**config.mk**
```make
export PLATFORM = sky130hd
export DESIGN_NAME = slowbus_bridge
export DESIGN_NICKNAME = d
export VERILOG_FILES = /design/src/rtl/sbb_pkg.sv /design/src/rtl/sbb_page_decode.sv /design/src/rtl/sbb_clk_div.sv /design/src/rtl/sbb_sequencer.sv /design/src/rtl/slowbus_bridge.sv
export SDC_FILE = /design/constraint.sdc
export NUM_CORES = 1
export LEC_CHECK = 0
export ABC_AREA = 0
export BUFFER_PORTS_ARGS = -buffer_cell sky130_fd_sc_hd__buf_2
export CAP_MARGIN = 10
export CORE_ASPECT_RATIO = 0.8
export CORE_MARGIN = 2
export CORE_UTILIZATION = 40
export DETAILED_ROUTE_END_ITERATION = 7
export PLACE_DENSITY = 0.77
export SETUP_SLACK_MARGIN = 0.1
export SYNTH_ARGS = -nofsm -noshare
export SYNTH_HDL_FRONTEND = slang
export SYNTH_SLANG_ARGS = --single-unit
```
**constraint.sdc**
```tcl
create_clock -name clk -period 1.45 [get_ports clk]
set_clock_uncertainty 0.1 [all_clocks]
set_input_delay 0.0725 -clock clk [delete_from_list [all_inputs] [get_ports clk]]
set_output_delay 0.0725 -clock clk [all_outputs]
set_load 0.1 [all_outputs]
```
**src/rtl/sbb_pkg.sv**
```systemverilog
package sbb_pkg;

    localparam int DW     = 8;
    localparam int BUS_AW = 8;

    typedef enum logic [1:0] {
        KIND_RD   = 2'd0,
        KIND_WR   = 2'd1,
        KIND_INTA = 2'd2,
        KIND_NONE = 2'd3
    } host_kind_e;

    typedef enum logic [1:0] {
        OP_IORD = 2'd0,
        OP_IOWR = 2'd1,
        OP_INTA = 2'd2,
        OP_RETI = 2'd3
    } bridge_op_e;

    typedef struct packed {
        logic       hit;
        bridge_op_e op;
    } decode_t;

    typedef struct packed {
        bridge_op_e        op;
        logic [BUS_AW-1:0] addr;
        logic [DW-1:0]     wbyte;
    } xfer_t;

    localparam logic [DW-1:0] FETCH_BYTE0 = 8'hED;
    localparam logic [DW-1:0] FETCH_BYTE1 = 8'h4D;

    function automatic logic [DW-1:0] lane_pick(input logic hi, input logic [2*DW-1:0] w);
        return hi ? w[2*DW-1:DW] : w[DW-1:0];
    endfunction

    function automatic logic op_is_io(input bridge_op_e op);
        return (op == OP_IORD) || (op == OP_IOWR);
    endfunction

endpackage

```
**src/rtl/sbb_page_decode.sv**
```systemverilog
module sbb_page_decode
    import sbb_pkg::*;
#(
    parameter int                ADDR_W     = 24,
    parameter int                PAGE_W     = 8,
    parameter logic [PAGE_W-1:0] PAGE_EXT   = 'h80,
    parameter logic [PAGE_W-1:0] PAGE_LOCAL = 'h81,
    parameter logic [BUS_AW-1:0] RETI_PORT  = 'hF0
) (
    input  logic [1:0]        kind,
    input  logic [ADDR_W-1:0] addr,
    output decode_t           dec
);
    localparam int PAGE_LSB = ADDR_W - PAGE_W;

    logic [PAGE_W-1:0] page;
    logic              rd_or_wr;

    assign page     = addr[ADDR_W-1:PAGE_LSB];
    assign rd_or_wr = (kind == KIND_RD) || (kind == KIND_WR);

    always_comb begin
        dec.hit = 1'b0;
        dec.op  = OP_IORD;
        if (kind == KIND_INTA) begin
            dec.hit = 1'b1;
            dec.op  = OP_INTA;
        end else if (rd_or_wr && page == PAGE_EXT) begin
            dec.hit = 1'b1;
            dec.op  = (kind == KIND_WR) ? OP_IOWR : OP_IORD;
        end else if (rd_or_wr && page == PAGE_LOCAL && addr[BUS_AW-1:0] == RETI_PORT) begin
            dec.hit = 1'b1;
            dec.op  = OP_RETI;
        end
    end

endmodule

```
**src/rtl/sbb_clk_div.sv**
```systemverilog
module sbb_clk_div (
    input  logic clk,
    input  logic rst,
    input  logic align,
    output logic bclk
);
    always_ff @(posedge clk) begin
        if (rst)        bclk <= 1'b0;
        else if (align) bclk <= 1'b1;
        else            bclk <= ~bclk;
    end
endmodule

```
**src/rtl/sbb_sequencer.sv**
```systemverilog
module sbb_sequencer
    import sbb_pkg::*;
#(
    parameter int T_STATES = 4
) (
    input  logic              clk,
    input  logic              rst,
    input  logic              start,
    input  xfer_t             xin,
    input  logic [DW-1:0]     din,
    output logic              idle,
    output logic              done,
    output logic              iorq_n,
    output logic              rd_n,
    output logic              wr_n,
    output logic              m1_n,
    output logic              doe,
    output logic [DW-1:0]     dout,
    output logic [BUS_AW-1:0] baddr,
    output logic [2*DW-1:0]   rdata
);
    localparam int CYC      = 2 * T_STATES;
    localparam int CNT_W    = $clog2(CYC);
    localparam int LAST     = CYC - 1;
    localparam int STB_LAST = CYC - 2;

    logic             busy;
    logic             second;
    logic [CNT_W-1:0] cnt;
    xfer_t            cur;
    logic             at_last;
    logic             win;
    logic             captures;

    assign at_last  = (cnt == CNT_W'(LAST));
    assign captures = (cur.op == OP_IORD) || (cur.op == OP_INTA);

    always_ff @(posedge clk) begin
        if (rst) begin
            busy   <= 1'b0;
            second <= 1'b0;
            cnt    <= '0;
            cur    <= '0;
            rdata  <= '0;
        end else if (!busy) begin
            if (start) begin
                busy   <= 1'b1;
                second <= 1'b0;
                cnt    <= '0;
                cur    <= xin;
            end
        end else begin
            if (at_last) begin
                cnt <= '0;
                if (cur.op == OP_RETI && !second) second <= 1'b1;
                else                              busy   <= 1'b0;
            end else begin
                cnt <= cnt + 1'b1;
            end
            if (cnt == CNT_W'(STB_LAST) && captures)
                rdata <= {din, din};
        end
    end

    assign idle = !busy;
    assign win  = busy && (cnt != '0) && !at_last;
    assign done = busy && at_last && ((cur.op != OP_RETI) || second);

    assign iorq_n = !(win && (cur.op != OP_RETI));
    assign rd_n   = !(win && (cur.op == OP_IORD || cur.op == OP_RETI));
    assign wr_n   = !(win && (cur.op == OP_IOWR));
    assign m1_n   = !(win && (cur.op == OP_INTA || cur.op == OP_RETI));
    assign doe    = busy && (cur.op == OP_IOWR || cur.op == OP_RETI);
    assign baddr  = busy ? cur.addr : '0;

    always_comb begin
        dout = '0;
        if (busy) begin
            if (cur.op == OP_IOWR)      dout = cur.wbyte;
            else if (cur.op == OP_RETI) dout = second ? FETCH_BYTE1 : FETCH_BYTE0;
        end
    end

endmodule

```
**src/rtl/slowbus_bridge.sv**
```systemverilog
module slowbus_bridge
    import sbb_pkg::*;
#(
    parameter int                ADDR_W     = 24,
    parameter int                PAGE_W     = 8,
    parameter int                T_STATES   = 4,
    parameter logic [PAGE_W-1:0] PAGE_EXT   = 'h80,
    parameter logic [PAGE_W-1:0] PAGE_LOCAL = 'h81,
    parameter logic [BUS_AW-1:0] RETI_PORT  = 'hF0
) (
    input  logic              clk,
    input  logic              rst,
    input  logic              host_req,
    input  logic [1:0]        host_kind,
    input  logic [ADDR_W-1:0] host_addr,
    input  logic [2*DW-1:0]   host_wdata,
    output logic              host_wait,
    output logic              host_done,
    output logic [2*DW-1:0]   host_rdata,
    output logic              bus_clk,
    output logic              bus_iorq_n,
    output logic              bus_rd_n,
    output logic              bus_wr_n,
    output logic              bus_m1_n,
    output logic [BUS_AW-1:0] bus_addr,
    output logic [DW-1:0]     bus_dout,
    output logic              bus_doe,
    input  logic [DW-1:0]     bus_din
);
    decode_t dec;
    xfer_t   xin;
    logic    idle;
    logic    start;

    sbb_page_decode #(
        .ADDR_W    (ADDR_W),
        .PAGE_W    (PAGE_W),
        .PAGE_EXT  (PAGE_EXT),
        .PAGE_LOCAL(PAGE_LOCAL),
        .RETI_PORT (RETI_PORT)
    ) u_decode (
        .kind(host_kind),
        .addr(host_addr),
        .dec (dec)
    );

    always_comb begin
        xin.op    = dec.op;
        xin.addr  = op_is_io(dec.op) ? host_addr[BUS_AW-1:0] : '0;
        xin.wbyte = lane_pick(host_addr[0], host_wdata);
    end

    assign start = host_req && dec.hit && idle;

    sbb_clk_div u_div (
        .clk  (clk),
        .rst  (rst),
        .align(start),
        .bclk (bus_clk)
    );

    sbb_sequencer #(
        .T_STATES(T_STATES)
    ) u_seq (
        .clk   (clk),
        .rst   (rst),
        .start (start),
        .xin   (xin),
        .din   (bus_din),
        .idle  (idle),
        .done  (host_done),
        .iorq_n(bus_iorq_n),
        .rd_n  (bus_rd_n),
        .wr_n  (bus_wr_n),
        .m1_n  (bus_m1_n),
        .doe   (bus_doe),
        .dout  (bus_dout),
        .baddr (bus_addr),
        .rdata (host_rdata)
    );

    assign host_wait = !idle;

endmodule

```
==> flow_summary.ini <==
[status]
status = finished with violations
violations = negative setup slack

[die]
die-area_um2 = 4960
initial_utilization_pct = 41.9
dieHeight_um = 63.4
ios = 93
die_w_um = 78.2
placementRows = 21
core_um2 = 4200

[final_layout]
area_growth_pct = 104
final_cell_area_um2 = 3600
final_cells = 376
fillers = 192
final_layout_size_suffix_gt1_share_pct = 69.6
final_nets = 380
num_antenna_cells = 0

[synthesis]
ys_seq_area_share_pct = 36.3
syn-instance-count = 184
syn-mean-instance-area_um2 = 9.58
synth_edf_count = 0
synth_top_area_cell = dfxtp_1
synth.area.top_cells = dfxtp_1 36%, mux2i_1 9.7%, ha_1 5.7%
netlist_area_um2 = 1760
synth.distinct_cells = 37
synth_seq_cells = 32
async_flop_share_pct = 0
synth_nets = 245
ys.flop_type = dfxtp_1
yosysWarnings = 0
synth_top_area_share_pct = 36.3

[global_routing]
grt_first_pass_wirelength_mm = 9.81
grt_use_total_pct = 25.2
grt_start_max_net_pins = 20
grt-ovfl-total = 0
antenna_found_initial = 0
grt_pass1_vias = 2026

[detailed_routing]
routedWlPerCell_um = 16.4
drt_iter0_drc = 94
dr_total_vias = 1888
drc_errors = 0
via_per_inst = 5.02
dr.pass1.iters = 4
drtAntennaViolNets = 0
routed_wl_mm = 6.18

[placed_design]
place_area_um2 = 2900
port_buffers = 84
dp_cells = 338
dp_hpwl_mm = 3.38
routabilityCongestion = 0.769

[clock_network]
htree_levels = 2
clk_latency_ns = 0.28
cts_made_buffers = 5
cts_tree = built
clk_pin_slew_ns = 0.07
clockBufferDepth = 2
cts.sinks = 32
cts_root_buf = clkbuf_8

[setup_path]
worstSetupPathType = register to output port
cp.buffers_inverters = 3
start_kind = register
cp_slowest_cell = dfxtp_2
crit_fanout = 5
crit_path_end_kind = output port
critPathArrivalTime_ns = 1.62
crit_required_ns = 1.28
cp_top_family = buffers and inverters
cpPeakStageDelay_ns = 0.34
cp_cell_sequence = buf_6 > ha_4 > o21ai_4 > clkinvlp_4 > o21a_4 > buf_12

[timing]
worst_slack_ns = -0.347
relSlewSlack_pct = 67.3
period_share_pct = 124
drv_slew = 0
hold_viol = 0
fin_setup_tns_ns = -6.50
worst_slew_pin_slew_ns = 0.494
setup_viol = 49
rsz0062_at_grt = yes
fmax_mhz = 557
hold_ws_ns = 0.0291
layout_min_cycle_time_ns = 1.80

[power]
p_per_area_nw_per_um2 = 573
finalPower_w = 0.00206
max-vdd-ir-drop_mv = 0.486
power.leakage_nw = 1.66

[hold_path]
hp-class = primary input to register

[job]
drv_cap = 0
## tightest hold or removal path, stage by stage
cell and delay [ns]:
buf_2 0.09, buf_4 0.10, a22o_1 0.12
## timing repair
action                                  CTS  global route
endpoints found under the hold margin    14             0
gates cloned                              1             0
gates resized for setup                  64            18
hold buffers                             14             0
setup buffers                            14             6
pin swaps                                25            16
endpoints found under the setup margin   53            55
## kinds of logic (layout without fill, tap and decap cells)
| kind of cell | after synthesis | in the layout | share of synthesized area (%) |
|---|---|---|---|
| and+or+nand+nor | 63 | 63 | 19.2 |
| DFF | 32 | 32 | 36.3 |
| AOI/OAI and AO/OA | 31 | 31 | 16.2 |
| muxes | 25 | 25 | 14.8 |
| buffers and inverters | 25 | 160 | 7.88 |
| adders and majority gates | 8 | 8 | 5.68 |
## power breakdown
part | internal [W] | leakage (nW) | switching, W
combinational | 0.000213 | 1.34 | 0.000189
sequential | 0.000891 | 0.267 | 0.0000159
clock | 0.000423 | 0.0503 | 0.000331
total | 0.00153 | 1.66 | 0.000536
## Yosys cell counts (3+ instances only)
cell      count
and2_1        9
nor3b_1       3
mux2i_1      17
nor2_1        8
dfxtp_1      32
clkbuf_1      5
a21oi_1       3
o21a_1        5
mux2_2        8
a22o_1        7
ha_1          8
buf_4         8
and3_1        5
inv_1        10
a31o_2        4
nand2_1      22
nand2b_1      4
## flip-flops by register name, indices dropped and copies added, names as in the netlist
signal and cells:
u_seq.cnt 3, u_seq.rdata 8, u_seq.cur 18, u_seq.second 1, u_div.bclk 1, u_seq.busy 1
## path summary, 6_finish.rpt
kind | slack [ns] | start | depth (start not counted) | to
worst max register to register | -0.10 | u_seq.cur[17] | 7 | u_seq.rdata[7]
worst max-delay path | -0.35 | u_seq.cur[16] | 6 | bus_dout[2]
worst min register to register | 0.38 | u_seq.cur[4] | 2 | u_seq.cur[4]
worst min-delay path | 0.03 | host_addr[3] | 3 | u_seq.cur[11]
## metrics by stage
step	setup WS, ns	utilization, %
after floorplan	-0.366	-
after global placement	-0.184	69.0
after detailed placement	-0.218	69.0
after CTS	-0.310	83.3
after global routing	-0.387	85.6
final	-0.347	85.6
## layer usage
layer  part of all wire, %  up-vias  track usage, %
met2                    51       72            45.7
met5                     0        -               0
met1                    43      903            30.5
li1                      -      904               -
met3                   5.0        9            5.16
met4                   1.1        0            5.92
## area by class of cell
class	count	area [um^2]	area share, %
clock buffer	7	96.3	2.68
inverter	10	46.3	1.29
multi-input combinational	127	1360	37.8
sequential	32	668	18.6
tap	57	71.3	1.98
timing repair buffer	143	1360	37.7
## placed cells by master, fill, tap and decap left out, drive strengths merged, types with 2 or more instances in the layout
master       synthesis  layout
mux2                 8       8
mux2i               17      17
nand2               22      22
o21a                 5       5
nand2b               4       4
buf                 10     129
nor3                 2       2
nor2                 8       8
nand3                2       2
nor3b                3       3
clkbuf               5       7
o21ai                3       3
inv                 10       9
and2                 9       9
a211oi               2       2
a21boi               2       2
a22o                 8       8
a31o                 4       4
and3                 5       5
a21oi                3       3
dlygate4sd3          0      14
nor4                 2       2
ha                   8       8
dfxtp               32      32
(Power assumes the default switching activity.)
